<file path="config.mk">
export PLATFORM = sky130hd
export DESIGN_NAME = fifo_in_stage
export DESIGN_NICKNAME = d
export VERILOG_FILES = /design/src/rtl/fsi_pkg.sv /design/src/rtl/fsi_fall_detect.sv /design/src/rtl/fsi_marker_reg.sv /design/src/rtl/fsi_xfer_guard.sv /design/src/rtl/fifo_in_stage.sv
export SDC_FILE = /design/constraint.sdc
export NUM_CORES = 1
export LEC_CHECK = 0
export ABC_AREA = 1
export CORE_AREA = 5 5 42 44
export CTS_CLUSTER_SIZE = 14
export DETAILED_ROUTE_END_ITERATION = 7
export DIE_AREA = 0 0 47 49
export DONT_BUFFER_PORTS = 1
export SETUP_SLACK_MARGIN = 0.05
export SLEW_MARGIN = 20
export SYNTH_ARGS = -nofsm -noshare
export SYNTH_HDL_FRONTEND = slang
export SYNTH_HIERARCHICAL = 1
export SYNTH_SLANG_ARGS = --single-unit
</file>
<file path="constraint.sdc">
create_clock -name clk -period 1.68 [get_ports clk]
set_input_delay 0.084 -clock clk [delete_from_list [all_inputs] [get_ports clk]]
set_output_delay 0.084 -clock clk [all_outputs]
set_load 0.005 [all_outputs]
</file>
<file path="src/rtl/fsi_pkg.sv">
package fsi_pkg;

  typedef enum logic [1:0] {
    OP_HOLD  = 2'd0,
    OP_INIT  = 2'd1,
    OP_LOAD  = 2'd2,
    OP_SHIFT = 2'd3
  } reg_op_e;

endpackage

</file>
<file path="src/rtl/fsi_fall_detect.sv">
module fsi_fall_detect #(
  parameter int SYNC_STAGES = 2
) (
  input  logic clk,
  input  logic rst_n,
  input  logic async_in,
  output logic fall_o
);

  localparam int LAST = SYNC_STAGES - 1;

  logic [SYNC_STAGES-1:0] sync_q, sync_d;
  logic                   prev_q, prev_d;

  always_comb begin
    sync_d[0] = async_in;
    for (int i = 1; i < SYNC_STAGES; i++) begin
      sync_d[i] = sync_q[i-1];
    end
    prev_d = sync_q[LAST];
  end

  always_ff @(posedge clk or negedge rst_n) begin
    if (!rst_n) begin
      sync_q <= '0;
      prev_q <= 1'b0;
    end else begin
      sync_q <= sync_d;
      prev_q <= prev_d;
    end
  end

  // High for one cycle after the sampled level goes from 1 to 0
  assign fall_o = prev_q & ~sync_q[LAST];

endmodule

</file>
<file path="src/rtl/fsi_marker_reg.sv">
module fsi_marker_reg
  import fsi_pkg::*;
#(
  parameter int DATA_W = 4
) (
  input  logic              clk,
  input  logic              rst_n,
  input  reg_op_e           op,
  input  logic [DATA_W-1:0] par_din,
  input  logic              ser_din,
  output logic [DATA_W-1:0] word_o,
  output logic              done_o
);

  localparam logic [DATA_W-1:0] INIT_WORD = {1'b1, {(DATA_W-1){1'b0}}};

  logic [DATA_W-1:0] stage_q, stage_d;
  logic              done_q, done_d;

  always_comb begin
    stage_d = stage_q;
    done_d  = done_q;
    unique case (op)
      OP_INIT: begin
        stage_d = INIT_WORD;
        done_d  = 1'b0;
      end
      OP_LOAD: begin
        stage_d = par_din;
        done_d  = 1'b1;
      end
      OP_SHIFT: begin
        // New bit enters the top stage, the bottom stage feeds completion
        stage_d = {ser_din, stage_q[DATA_W-1:1]};
        done_d  = stage_q[0];
      end
      default: ;
    endcase
  end

  always_ff @(posedge clk or negedge rst_n) begin
    if (!rst_n) begin
      stage_q <= INIT_WORD;
      done_q  <= 1'b0;
    end else if (op != OP_HOLD) begin
      stage_q <= stage_d;
      done_q  <= done_d;
    end
  end

  assign word_o = stage_q;
  assign done_o = done_q;

endmodule

</file>
<file path="src/rtl/fsi_xfer_guard.sv">
module fsi_xfer_guard (
  input  logic clk,
  input  logic rst_n,
  input  logic clr,
  input  logic pl,
  input  logic xfer_n,
  input  logic top_empty,
  input  logic full,
  output logic push_o,
  output logic reinit_o,
  output logic guard_o
);

  logic guard_q, guard_d;
  logic push_w, reinit_w;

  always_comb begin
    push_w   = ~clr & ~xfer_n & top_empty & full & ~guard_q;
    // A completed handoff empties the register once the load strobe is gone
    reinit_w = (push_w | guard_q) & ~pl;
    guard_d  = guard_q;
    if (clr || reinit_w) begin
      guard_d = 1'b0;
    end else if (push_w) begin
      guard_d = 1'b1;
    end
  end

  always_ff @(posedge clk or negedge rst_n) begin
    if (!rst_n) begin
      guard_q <= 1'b0;
    end else begin
      guard_q <= guard_d;
    end
  end

  assign push_o   = push_w;
  assign reinit_o = reinit_w;
  assign guard_o  = guard_q;

endmodule

</file>
<file path="src/rtl/fifo_in_stage.sv">
module fifo_in_stage
  import fsi_pkg::*;
#(
  parameter int DATA_W      = 4,
  parameter int SYNC_STAGES = 2
) (
  input  logic              clk,
  input  logic              rst_n,
  input  logic              mst_clr,
  input  logic              par_load,
  input  logic              ser_clk,
  input  logic              ser_en_n,
  input  logic              ser_din,
  input  logic [DATA_W-1:0] par_din,
  input  logic              xfer_n,
  input  logic              top_empty,
  output logic              full_n,
  output logic              push,
  output logic [DATA_W-1:0] word_o
);

  logic    ser_fall;
  logic    done;
  logic    reinit;
  logic    guard_q;
  reg_op_e op;

  fsi_fall_detect #(
    .SYNC_STAGES(SYNC_STAGES)
  ) u_edge (
    .clk     (clk),
    .rst_n   (rst_n),
    .async_in(ser_clk),
    .fall_o  (ser_fall)
  );

  fsi_xfer_guard u_guard (
    .clk      (clk),
    .rst_n    (rst_n),
    .clr      (mst_clr),
    .pl       (par_load),
    .xfer_n   (xfer_n),
    .top_empty(top_empty),
    .full     (done),
    .push_o   (push),
    .reinit_o (reinit),
    .guard_o  (guard_q)
  );

  // Priority: clear / re-init, then parallel load, then serial shift
  always_comb begin
    if (mst_clr || reinit) begin
      op = OP_INIT;
    end else if (par_load) begin
      op = OP_LOAD;
    end else if (ser_fall && !ser_en_n && !done) begin
      op = OP_SHIFT;
    end else begin
      op = OP_HOLD;
    end
  end

  fsi_marker_reg #(
    .DATA_W(DATA_W)
  ) u_reg (
    .clk    (clk),
    .rst_n  (rst_n),
    .op     (op),
    .par_din(par_din),
    .ser_din(ser_din),
    .word_o (word_o),
    .done_o (done)
  );

  assign full_n = ~done;

endmodule

</file>
# --- Word-level counts from Yosys, hierarchy flattened ---
# Index checks and enable logic that the tools add are counted.
totals:
  ff_bits: 9
  inputBits: 13
  out_inout_bits: 6
  elab_cells: 37
op_classes:
  n_eq_ne: 3
  mux: 7
  bitwise_logic: 13
  reduce_logical: 9
ops:
  columns: ["op", "n"]
  rows:
  - ["4-bit one-hot mux with 3 select lines", 1]
  - ["1-bit bitwise AND", 6]
  - ["2-bit two-way mux", 3]
  - ["1-bit NOT", 6]
  - ["2-bit == test, second input constant", 2]
  - ["2-bit nonzero test", 2]
  - ["1-bit one-hot mux with 3 select lines", 1]
  - ["3-bit nonzero test", 1]
  - ["2-bit by 1-bit == test with 1-bit output, second input constant", 1]
  - ["1-bit logical AND", 2]
  - ["1-bit logical NOT", 2]
  - ["1-bit two-way mux", 2]
  - ["2-bit AND reduction", 1]
  - ["1-bit logical OR", 1]
  - ["1-bit bitwise OR", 1]

# --- Longest topological paths before layout ---
# Gate-level depths: netlist of run 1.
depth:
  depth_word: 12
  depth_mapped: 11
  mapped_depth_nobuf: 11

# --- Cells and area by module ---
# Netlist of run 1, hierarchy kept.
by_module_without_submodules:
  columns: ["module", "instances", "cells_per_inst", "area_per_inst_um2", "seq_area_each_um2"]
  rows:
  - ["fsi_marker_reg", 1, 34, 247.7, 126.4]
  - ["fsi_fall_detect", 1, 5, 85.1, 75.1]
  - ["fsi_xfer_guard", 1, 11, 65.1, 25.0]
  - ["fifo_in_stage", 1, 8, 32.5, 0.0]

# --- Worst setup path before layout of run 1 ---
# Ideal clock, no wire load.
synth_timing:
  path_type: "reg2reg"
  start: "register u_reg.done_q (netlist: u_reg/done_o)"
  end: "register u_reg.stage_q[0] (netlist: u_reg/word_o[0])"
  setup_time_ns: 0.068
  t_arrival_ns: 1.349
  required_ns: 1.612
  setup_slack_ns: 0.263
  stages_incl_launch_ff: 12
  path_buffers: 0
  period_less_slack_ns: 1.417
  cell_sequence: "dfrtp_1 -> nand2_1 -> inv_1 -> nand2_1 -> a21oi_1 -> nor2_1 -> inv_1 -> a21oi_1 -> inv_1 -> nor2_2 -> nand2_1 -> nand3_1"
synth_via:
  elab_chain_len: 9
  word_cells_on_any_way: 17
  classes_between: "eq/ne: 3; mux: 4; bitwise: 4; reduce/logical: 6"
synth_rtl:
  columns: ["element", "line_no", "text"]
  rows:
  - ["start: declaration", "fsi_marker_reg.sv:18", "logic done_q, done_d;"]
  - ["start signal: assignment", "fsi_marker_reg.sv:47", "done_q <= done_d;"]
  - ["1-bit bitwise AND (*) (2 in series)", "fsi_xfer_guard.sv:18", "push_w = ~clr & ~xfer_n & top_empty & full & ~guard_q;"]
  - ["1-bit bitwise OR (*)", "fsi_xfer_guard.sv:20", "reinit_w = (push_w | guard_q) & ~pl;"]
  - ["1-bit bitwise AND (*)", "fsi_xfer_guard.sv:20", null]
  - ["named net reinit", "fifo_in_stage.sv:24", "logic reinit;"]
  - ["1-bit logical OR (*)", "fifo_in_stage.sv:52", "if (mst_clr || reinit) begin"]
  - ["2-bit two-way mux (*)", "fifo_in_stage.sv:52", null]
  - ["named net op[1]", "fifo_in_stage.sv:26", "reg_op_e op;"]
  - ["2-bit by 1-bit == test with 1-bit output or 2-bit == test (tied branches)", "fsi_marker_reg.sv:23", "unique case (op)"]
  - ["3-bit nonzero test (no line)", null, null]
  - ["2-bit AND reduction (no line)", null, null]
  - ["end signal: assignment", "fsi_marker_reg.sv:46", "stage_q <= stage_d;"]
  - ["end: declaration", "fsi_marker_reg.sv:17", "logic [DATA_W-1:0] stage_q, stage_d;"]
# Mark *: on every way through the listed nets, which the timed path passes. The rest lies on a longest branch.
# A chain may end at the register's enable or synchronous reset.

# --- Final worst setup path of run 1 ---
layout_timing:
  start: "register u_reg.done_q (netlist: u_reg/done_o)"
  end: "register u_reg.stage_q[2] (netlist: u_reg/word_o[2])"
# Same word-level chain as after synthesis.

==> flow_summary.toml, run 1 <==
[run_status]
status = "completed"

[clocking]
cts_max_level = 1
post_cts_buffers = 0
clock_sinks = 9
tritoncts.num_buffers = 3
clk_latency_ns = 0.25
cts_root_buf = "clkbuf_4"
cts_tree = "built"
clk_pin_slew_ns = 0.06
clockBufferDepth = 2

[grt]
track_usage = 0.0862
grt_pass1_wl_um = 1400
grt_overflow = 0
antenna_found_initial = 0
grt_max_degree = 10
grt_pass1_vias = 344

[placed_design]
dp_cells = 76
pre_cts_ws_ns = 0.0974
numPortBuffers = 0
dpl.hpwl_um = 685
routabilityCongestion = 0.792

[drt]
ant_nets = 0
firstDrtPassIters = 4
via_per_inst = 4.36
num_vias = 379
drt_first_iter_violations = 10
drc = 0
routedWlPerCell_um = 10.7
wl_um = 931

[pwr]
clkPwrFrac = 0.341
pwr-share-comb = 0.138
p_total_mw = 0.478
power_density_nw_per_um2 = 843
seqPwrFrac = 0.520
p_int_mw = 0.354
vdd_drop_max_mv = 0.365
p_leak_nw = 0.302
p_switching_mw = 0.124
p_sw_frac = 0.259

[final_layout]
final_nets = 85
multiInputGateArea_um2 = 163
fillCellCount = 156
layout_common_cells = "20 x nand2_1, 12 x inv_1, 8 x dfrtp_1"
regArea_um2 = 226
final_util = 0.404
layout-drive-gt1-share = 0.155
syn_to_final_growth_pct = 31.7
final_cell_count_no_fill = 87
final_common_cell = "nand2_1"
n_antenna_cell = 0

[timing]
fmax_ghz = 0.682
finalCriticalPeriod_ns = 1.47
tightest_slew_ns = 0.411
setup_viol = 0
finClkSkew_ns = 0.00169
fin_ws_ns = 0.214
setup_tns_ns = 0
finalCritPeriodShare = 0.873
rsz0062_at_grt = "no"
final_max_slew_viol_count = 0
hold_viol_final = 0
slew_headroom = 0.725

[min_path]
hp-start = "par_din[3]"
holdPathEnd = "u_reg/word_o[3]"
hold_path_class = "primary input to flop"
hold_depth = 4

[worst_setup_path]
critPathMaxFanout = 5
endpoint_kind = "flop"
start_kind = "flop"
crit_buf_inv = 3
r2r_start = "u_reg/done_o"
cp_cell_sequence = "nand2_1 > inv_1 > nand2_1 > a21oi_1 > nor2_1 > inv_1 > a21oi_2 > inv_1 > nor2_2 > nand2_1 > nand3_1"
required_ns = 1.87
r2r_end = "u_reg/word_o[2]"
slowest_delay_ns = 0.38
worstRegToRegCells = 11
crit_arrival_ns = 1.66
path_delay_family = "simple AND/OR/NAND/NOR gates"
ff2ff_setup_slack_ns = 0.21
path_class = "flop to flop"
crit_slowest_cell = "dfrtp_1"

[flow_run]
maxCapViolCount = 0

[floorplanning]
start_util = 0.307
top_level_ports = 19
rows = 14
fp.dieW_um = 47
core_area_um2 = 1400
dieArea_um2 = 2300
die_h_um = 49

[logic_synthesis]
ys_ff_latch = 9
netlist_area_um2 = 430
synth_nets = 71
syn_inst = 58
synth_area_leaders = "dfrtp_1 47%, nand2_1 17%, inv_1 10%"
ys_seq_area_frac = 0.526
ys_warn_count = 6
yosysTopAreaCell = "dfrtp_1"
ys_types = 10
syn_area_per_cell_um2 = 7.42
synth_top_area_share = 0.465
-- worst max path at each step --
stage | from | end | slack, ns | cells past startpoint
after floorplan | u_reg/done_o | u_reg/word_o[0] | 0.26 | 11
after global placement | u_reg/done_o | u_reg/word_o[1] | 0.13 | 11
after detailed placement | u_reg/done_o | u_reg/word_o[2] | 0.1 | 11
after CTS | u_reg/done_o | u_reg/word_o[1] | 0.07 | 11
after global routing | u_reg/done_o | u_reg/word_o[1] | 0.06 | 11
final | u_reg/done_o | u_reg/word_o[2] | 0.21 | 11
-- worst register-to-register path: cells and delay by family, from the launching register on --
family | cells | cell delay (ns)
AOI/OAI and AO/OA | 2 | 0.27
buffers and inverters | 3 | 0.19
DFF | 1 | 0.38
and+or+nand+nor | 6 | 0.55
-- what timing repair did --
item,CTS,global route
hold buffers,7,0
hold endpoints to repair,14,0
setup endpoints to repair,0,4
gates resized for setup,0,1
-- synth_stat cells --
library cell and count:
nand2_1 20, inv_1 12, dfrtp_1 8, nand3_1 5, nor2_1 4, a21oi_1 3
nor2_2 3, dfstp_2 1, o21ai_0 1, o21ai_1 1
-- state kept, by name (all words and copies together) (netlist names) --
register	count
u_reg/word_o	4
u_guard/guard_o	1
u_reg/done_o	1
u_edge/prev_q	1
u_edge/sync_q	2
-- final cells by class --
| class | instances | share of cell area |
|---|---|---|
| Sequential cell | 9 | 0.400 |
| Multi-Input combinational cell | 37 | 0.287 |
| Timing Repair Buffer | 9 | 0.150 |
| Inverter | 12 | 0.0795 |
| Clock buffer | 3 | 0.0397 |
| Tap cell | 16 | 0.0353 |
| Clock inverter | 1 | 0.00883 |
-- power groups by stage --
stage	sequential (mW)	clock [mW]	combinational, mW
floorplan	0.250	0	0.0350
global placement	0.253	0	0.0483
detailed placement	0.253	0	0.0484
CTS	0.249	0.170	0.0656
global route	0.251	0.186	0.0749
finish	0.249	0.163	0.0661
-- cell families after synthesis --
logic type,Yosys count,synth area share
and+or+nand+nor,32,0.311
buffers and inverters,12,0.105
DFF,9,0.526
AOI/OAI and AO/OA,5,0.0581
-- stage by stage --
stage / hold WS [ns] / area (um^2)
2_1_floorplan: -0.212 / 430
3_3_place_gp: -0.211 / 465
6_report: 0.0239 / 567
5_1_grt: 0.0335 / 567
3_5_place_dp: -0.211 / 465
4_1_cts: 0.0217 / 563
-- per-layer routing --
metal  GRT usage  vias up  wire length (um)  part of all wire
met5           0        -                 0                 0
met4      0.0415        0                10             0.011
met3      0.0406        2                78             0.084
met2       0.127       11               449              0.48
met1       0.103      167               393              0.42
li1            -      199                 -                 -
No activity file was read; power rests on OpenSTA's default activity.
==> inputs of run 2 (changes only) <==
ABC_AREA = default   (was 1)
RECOVER_POWER = 25   (was default)
==> run 2 against run 1 <==
Compared with the run above:
- via count decreased by 21%
- first-iteration DRC count is 90% lower
- hold slack better by 0.010 ns
- sequential power hardly changed
- clock power barely moved
- total power increased by 1.8%
- global-route usage decreased by 1.3 points
- critical path depth decreased by 6
- combinational power grew 19%
- register-to-register slack worse by 0.13 ns
- clock skew is 0.0030 ns higher
- clock-buffer cell count unchanged
- critical path type unchanged
- highest routed layer unchanged
==> flow_summary.toml, run 2 <==
[run_status]
status = "completed"

[pwr]
p_total_mw = 0.486
power_density_nw_per_um2 = 858
p_leak_nw = 0.263
vdd_drop_max_mv = 0.473

[logic_synthesis]
synth_top_family_by_area = "simple AND/OR/NAND/NOR gates"
synth_nets = 50
muxShareOfSynthArea = 0.109
netlist_area_um2 = 438
synth-edff-count = 0
syn_area_per_cell_um2 = 11.8
syn_inst = 37
ys_types = 19
ys_warn_count = 6
yosysMostFrequentCell = "dfrtp_1"
ys_seq_area_frac = 0.517
async_flop_share = 1.00
synth_top_area_share = 0.457
synth_ff_type = "dfrtp_1"
netlist_top_cells_count = "8 x dfrtp_1, 4 x a22o_1, 4 x inv_1"
yosys.area_share.simple = 0.160
ys_ff_latch = 9
synth_compound_area_frac = 0.154
synth_xor_area_frac = 0
synth_area_leaders = "dfrtp_1 46%, a22o_1 8.0%, dfstp_2 6.0%"
synth_fa_ha_area_frac = 0
yosysTopAreaCell = "dfrtp_1"

[placed_design]
numPortBuffers = 0
dpl.hpwl_um = 596
dp_cells = 55
pre_cts_ws_ns = 0.0556
routabilityCongestion = 0.657

[timing]
finClkSkew_ns = 0.00473
fin_ws_ns = 0.0806
tightest_slew_ns = 0.405
fmax_ghz = 0.625
setup_tns_ns = 0
rsz0062_at_grt = "no"
final_max_slew_viol_count = 0
finalCritPeriodShare = 0.952
hold_viol_final = 0
finalCriticalPeriod_ns = 1.60
setup_viol = 0
whs_ns = 0.0344
slew_headroom = 0.729

[drt]
num_vias = 301
via_per_inst = 4.70
wl_um = 774
routedWlPerCell_um = 12.1
drt_first_iter_violations = 1
firstDrtPassIters = 2
ant_nets = 0
drc = 0

[clocking]
tritoncts.num_buffers = 3
clk_latency_ns = 0.25
clockBufferDepth = 2
clk_pin_slew_ns = 0.06
clock_sinks = 9
cts_max_level = 1
cts_root_buf = "clkbuf_4"
cts_tree = "built"

[grt]
grt_pass1_vias = 293
grt_max_degree = 10
grt_use_met3 = 0.0332
met1_usage = 0.0998
track_usage = 0.0733
antenna_found_initial = 0
grt_use_met2 = 0.0860
grt_busiest_layer = "met1"
grt_overflow = 0
grt_pass1_wl_um = 1190

[worst_setup_path]
start_kind = "flop"
r2r_start = "u_edge/prev_q"
critPathMaxFanout = 5
worstSetupStartpoint = "u_edge/prev_q"
path_class = "flop to flop"
endpoint_kind = "flop"
crit_arrival_ns = 1.75
required_ns = 1.83

[min_path]
hp-start = "par_din[3]"
hold_path_class = "primary input to flop"

[final_layout]
largest_reg_flops = 4
syn_to_final_growth_pct = 29.4
final_common_cell = "dfrtp_1"
multiInputGateArea_um2 = 208
n_antenna_cell = 0
final_nets = 62
final_cell_count_no_fill = 64
layout-drive-gt1-share = 0.333
layout_common_cells = "8 x dfrtp_1, 4 x inv_1, 4 x dlygate4sd3_1, 4 x buf_4, 4 x a22o_1"
fillCellCount = 141
regArea_um2 = 226

[floorplanning]
rows = 14
core_area_um2 = 1400
fp.dieW_um = 47
dieArea_um2 = 2300
top_level_ports = 19
start_util = 0.313
die_h_um = 49

[flow_run]
maxCapViolCount = 0
==> run 2: changes by cell type in the layout (fill, tap and decap cells not counted), sizes merged, moves of 4 or more <==
cell | previous run | this run
a22o | 0 | 4
inv | 12 | 4
nand3 | 5 | 0
nor2 | 7 | 2
nand2 | 20 | 0
==> run 2: timing repair <==
action,in CTS,in global routing
hold endpoints to repair,11,0
endpoints found under the setup margin,1,3
hold buffers,4,0
pin swaps,0,4
resized for setup,0,4
buffers inserted,0,1
==> run 2: worst paths after layout <==
check,end,slack [ns],cells past startpoint
worst min register to register,u_edge/sync_q[1],0.35,0
worst max-delay path,u_reg/word_o[1],0.08,5
min in group asynchronous,u_edge/sync_q[0],0.19,1
worst max register to register,u_reg/word_o[1],0.08,5
worst min-delay path,u_reg/word_o[3],0.03,2
max in group asynchronous,u_reg/word_o[3],1.16,1
==> run 2: layout make-up <==
type / instances / area share
Tap cell: 16 / 0.0353
Multi-Input combinational cell: 23 / 0.366
Timing Repair Buffer: 8 / 0.124
Clock inverter: 1 / 0.00883
Inverter: 4 / 0.0265
Sequential cell: 9 / 0.400
Clock buffer: 3 / 0.0397
==> run 2: kinds of logic (layout without fill, tap and decap cells) <==
group                  Yosys count  in the layout
muxes                            4              4
and+or+nand+nor                 10             10
DFF                              9              9
AOI/OAI and AO/OA                9              9
buffers and inverters            5             16
==> run 2: stage by stage <==
stage                util  instance area, um^2
floorplan               -                  438
global placement    0.335                  469
detailed placement  0.335                  469
CTS                 0.383                  537
global route        0.404                  567
finish              0.404                  567
==> run 2: metal layers <==
layer	share of wire	wire length (um)
met1	0.44	344
met2	0.42	323
met3	0.13	98
met4	0.0078	6
met5	0	0
==> run 2: power by group <==
| part | leakage [nW] | switching [mW] | internal (mW) |
|---|---|---|---|
| logic | 0.133 | 0.0301 | 0.0488 |
| registers | 0.112 | 0.0131 | 0.235 |
| clock network | 0.0177 | 0.0723 | 0.0875 |
| total | 0.263 | 0.116 | 0.371 |
==> run 2: critical path, stage by stage (launching register included) <==
cell	delay, ns
dfrtp_1	0.36
nor2b_4	0.11
nor3b_2	0.16
a211o_4	0.36
mux2_4	0.30
a22o_1	0.20
==> inputs of run 3 (changes only) <==
--- a/config.mk
+++ b/config.mk
@@ -11,7 +11,7 @@
 export DIE_AREA = 0 0 47 49
 export DONT_BUFFER_PORTS = 1
+export PLACE_DENSITY = 0.47
 export RECOVER_POWER = 25
 export SETUP_SLACK_MARGIN = 0.05
-export SLEW_MARGIN = 20
 export SYNTH_ARGS = -nofsm -noshare
 export SYNTH_HDL_FRONTEND = slang
==> constraint.sdc (replaced) <==
create_clock -name clk -period 1.68 [get_ports clk]
set_input_delay 0.084 -clock clk [delete_from_list [all_inputs] [get_ports clk]]
set_output_delay 0.084 -clock clk [all_outputs]
set_load 0.1 [all_outputs]
==> run 3 against run 2 <==
Compared with the run above:
- hold slack better by 0.0016 ns
- via count up 13%
- sequential share of layout area down 3.1 points
- global-route usage up 2.0 points
- combinational power up 150%
- clock power about the same
- non-clock buffer count up 6
- utilization up 3.4 points
- first-iteration DRC count up 100%
- setup slack worse by 0.0019 ns
- critical path depth unchanged
- critical endpoint unchanged
- largest cell class unchanged
- largest power group unchanged
==> flow_summary.toml, run 3 (synthesis results as in run 2) <==
[grt]
grt_pass1_wl_um = 1480
antenna_found_initial = 0
grt_overflow = 0
grt_pass1_vias = 349
track_usage = 0.0931
grt_max_degree = 10

[timing]
slew_headroom = 0.737
tightest_slew_ns = 0.393
rsz0062_at_grt = "no"
finalCritPeriodShare = 0.953
finalCriticalPeriod_ns = 1.60
setup_viol = 0
setup_tns_ns = 0
hold_viol_final = 0
fmax_ghz = 0.624
finClkSkew_ns = 0.00322
whs_ns = 0.0360
final_max_slew_viol_count = 0

[pwr]
vdd_drop_max_mv = 0.543
power_density_nw_per_um2 = 979
p_leak_nw = 0.283

[clocking]
clock_sinks = 9
clk_pin_slew_ns = 0.06
clk_latency_ns = 0.25
tritoncts.num_buffers = 3
clockBufferDepth = 2
cts_tree = "built"
cts_max_level = 1
cts_root_buf = "clkbuf_4"

[floorplanning]
rows = 14
core_area_um2 = 1400
fp.dieW_um = 47
die_h_um = 49
dieArea_um2 = 2300
start_util = 0.313
top_level_ports = 19

[final_layout]
final_util = 0.438
syn_to_final_growth_pct = 40.3
n_antenna_cell = 0
largest_reg_flops = 4
final_cell_count_no_fill = 70
final_nets = 68
layout_common_cells = "10 x buf_4, 8 x dfrtp_1, 4 x inv_1, 4 x dlygate4sd3_1, 4 x a22o_1"
final_common_cell = "buf_4"
layout-drive-gt1-share = 0.352

[flow_run]
maxCapViolCount = 0

[worst_setup_path]
critPathMaxFanout = 6
endpoint_kind = "flop"
start_kind = "flop"
crit_arrival_ns = 1.74
required_ns = 1.82
path_class = "flop to flop"

[placed_design]
dp_cells = 60
numPortBuffers = 0
routabilityCongestion = 0.702

[drt]
drt_first_iter_violations = 2
firstDrtPassIters = 2
via_per_inst = 4.86
num_vias = 340
drc = 0
ant_nets = 0
routedWlPerCell_um = 13.7
wl_um = 958

[run_status]
status = "completed"

[min_path]
hold_path_class = "primary input to flop"
## run 3: cell count changes in the layout (fill, tap and decap cells not counted), sizes merged
cell    delta
clkinv     -1
buf        +6
clkbuf     +1
## run 3: routing by layer
| layer | vias up | track usage | routed length (um) |
|---|---|---|---|
| met5 | - | 0 | 0 |
| met4 | 0 | 0.0829 | 15 |
| met3 | 2 | 0.0221 | 71 |
| met2 | 13 | 0.136 | 453 |
| met1 | 161 | 0.106 | 418 |
| li1 | 164 | - | - |
## run 3: report_power, final
group,internal [mW],leakage (nW),switching (mW)
registers,0.235,0.112,0.0111
logic,0.0627,0.156,0.132
clock network,0.0912,0.0150,0.0701
## run 3: final timing paths
path | startpoint | cells after the start | endpoint | slack, ns
setup / recovery | u_edge/prev_q | 5 | u_reg/word_o[1] | 0.08
hold / removal | par_din[3] | 2 | u_reg/word_o[3] | 0.04
hold reg to reg | u_edge/sync_q[0] | 0 | u_edge/sync_q[1] | 0.36
max in group asynchronous | rst_n | 1 | u_reg/word_o[3] | 1.18
setup reg to reg | u_edge/prev_q | 5 | u_reg/word_o[1] | 0.08
min in group asynchronous | rst_n | 1 | u_edge/sync_q[1] | 0.19
## run 3: worst max-delay path, cell delays in order, from the launching register on
cell and delay [ns]:
dfrtp_1 0.36, nor2b_4 0.12, nor3b_4 0.15, a211o_4 0.36, mux2_4 0.30, a22o_1 0.21
## run 3: layout make-up
cell class              count  area, um^2
repair buffers             14         115
multi-input cells          23         211
inverters                   4        15.0
fillers                   152         787
well taps                  16        20.0
clock buffers               4        26.3
flip-flops and latches      9         226
## run 3: metrics by stage
step	worst slack [ns]	total power, mW	cell area, um^2
after CTS	0.0660	0.606	607
after floorplan	0.0347	0.390	449
final	0.0787	0.601	614
after global routing	0.0536	0.630	614
after detailed placement	-0.00302	0.420	518
after global placement	0.0370	0.418	518
## run 3: what timing repair did
| action | CTS | global route |
|---|---|---|
| gates resized for setup | 2 | 0 |
| hold buffers | 4 | 0 |
| gates cloned | 0 | 0 |
| endpoints found under the setup margin | 3 | 3 |
| hold endpoints to repair | 11 | 0 |
| setup buffers | 1 | 1 |
| pin swaps | 2 | 0 |
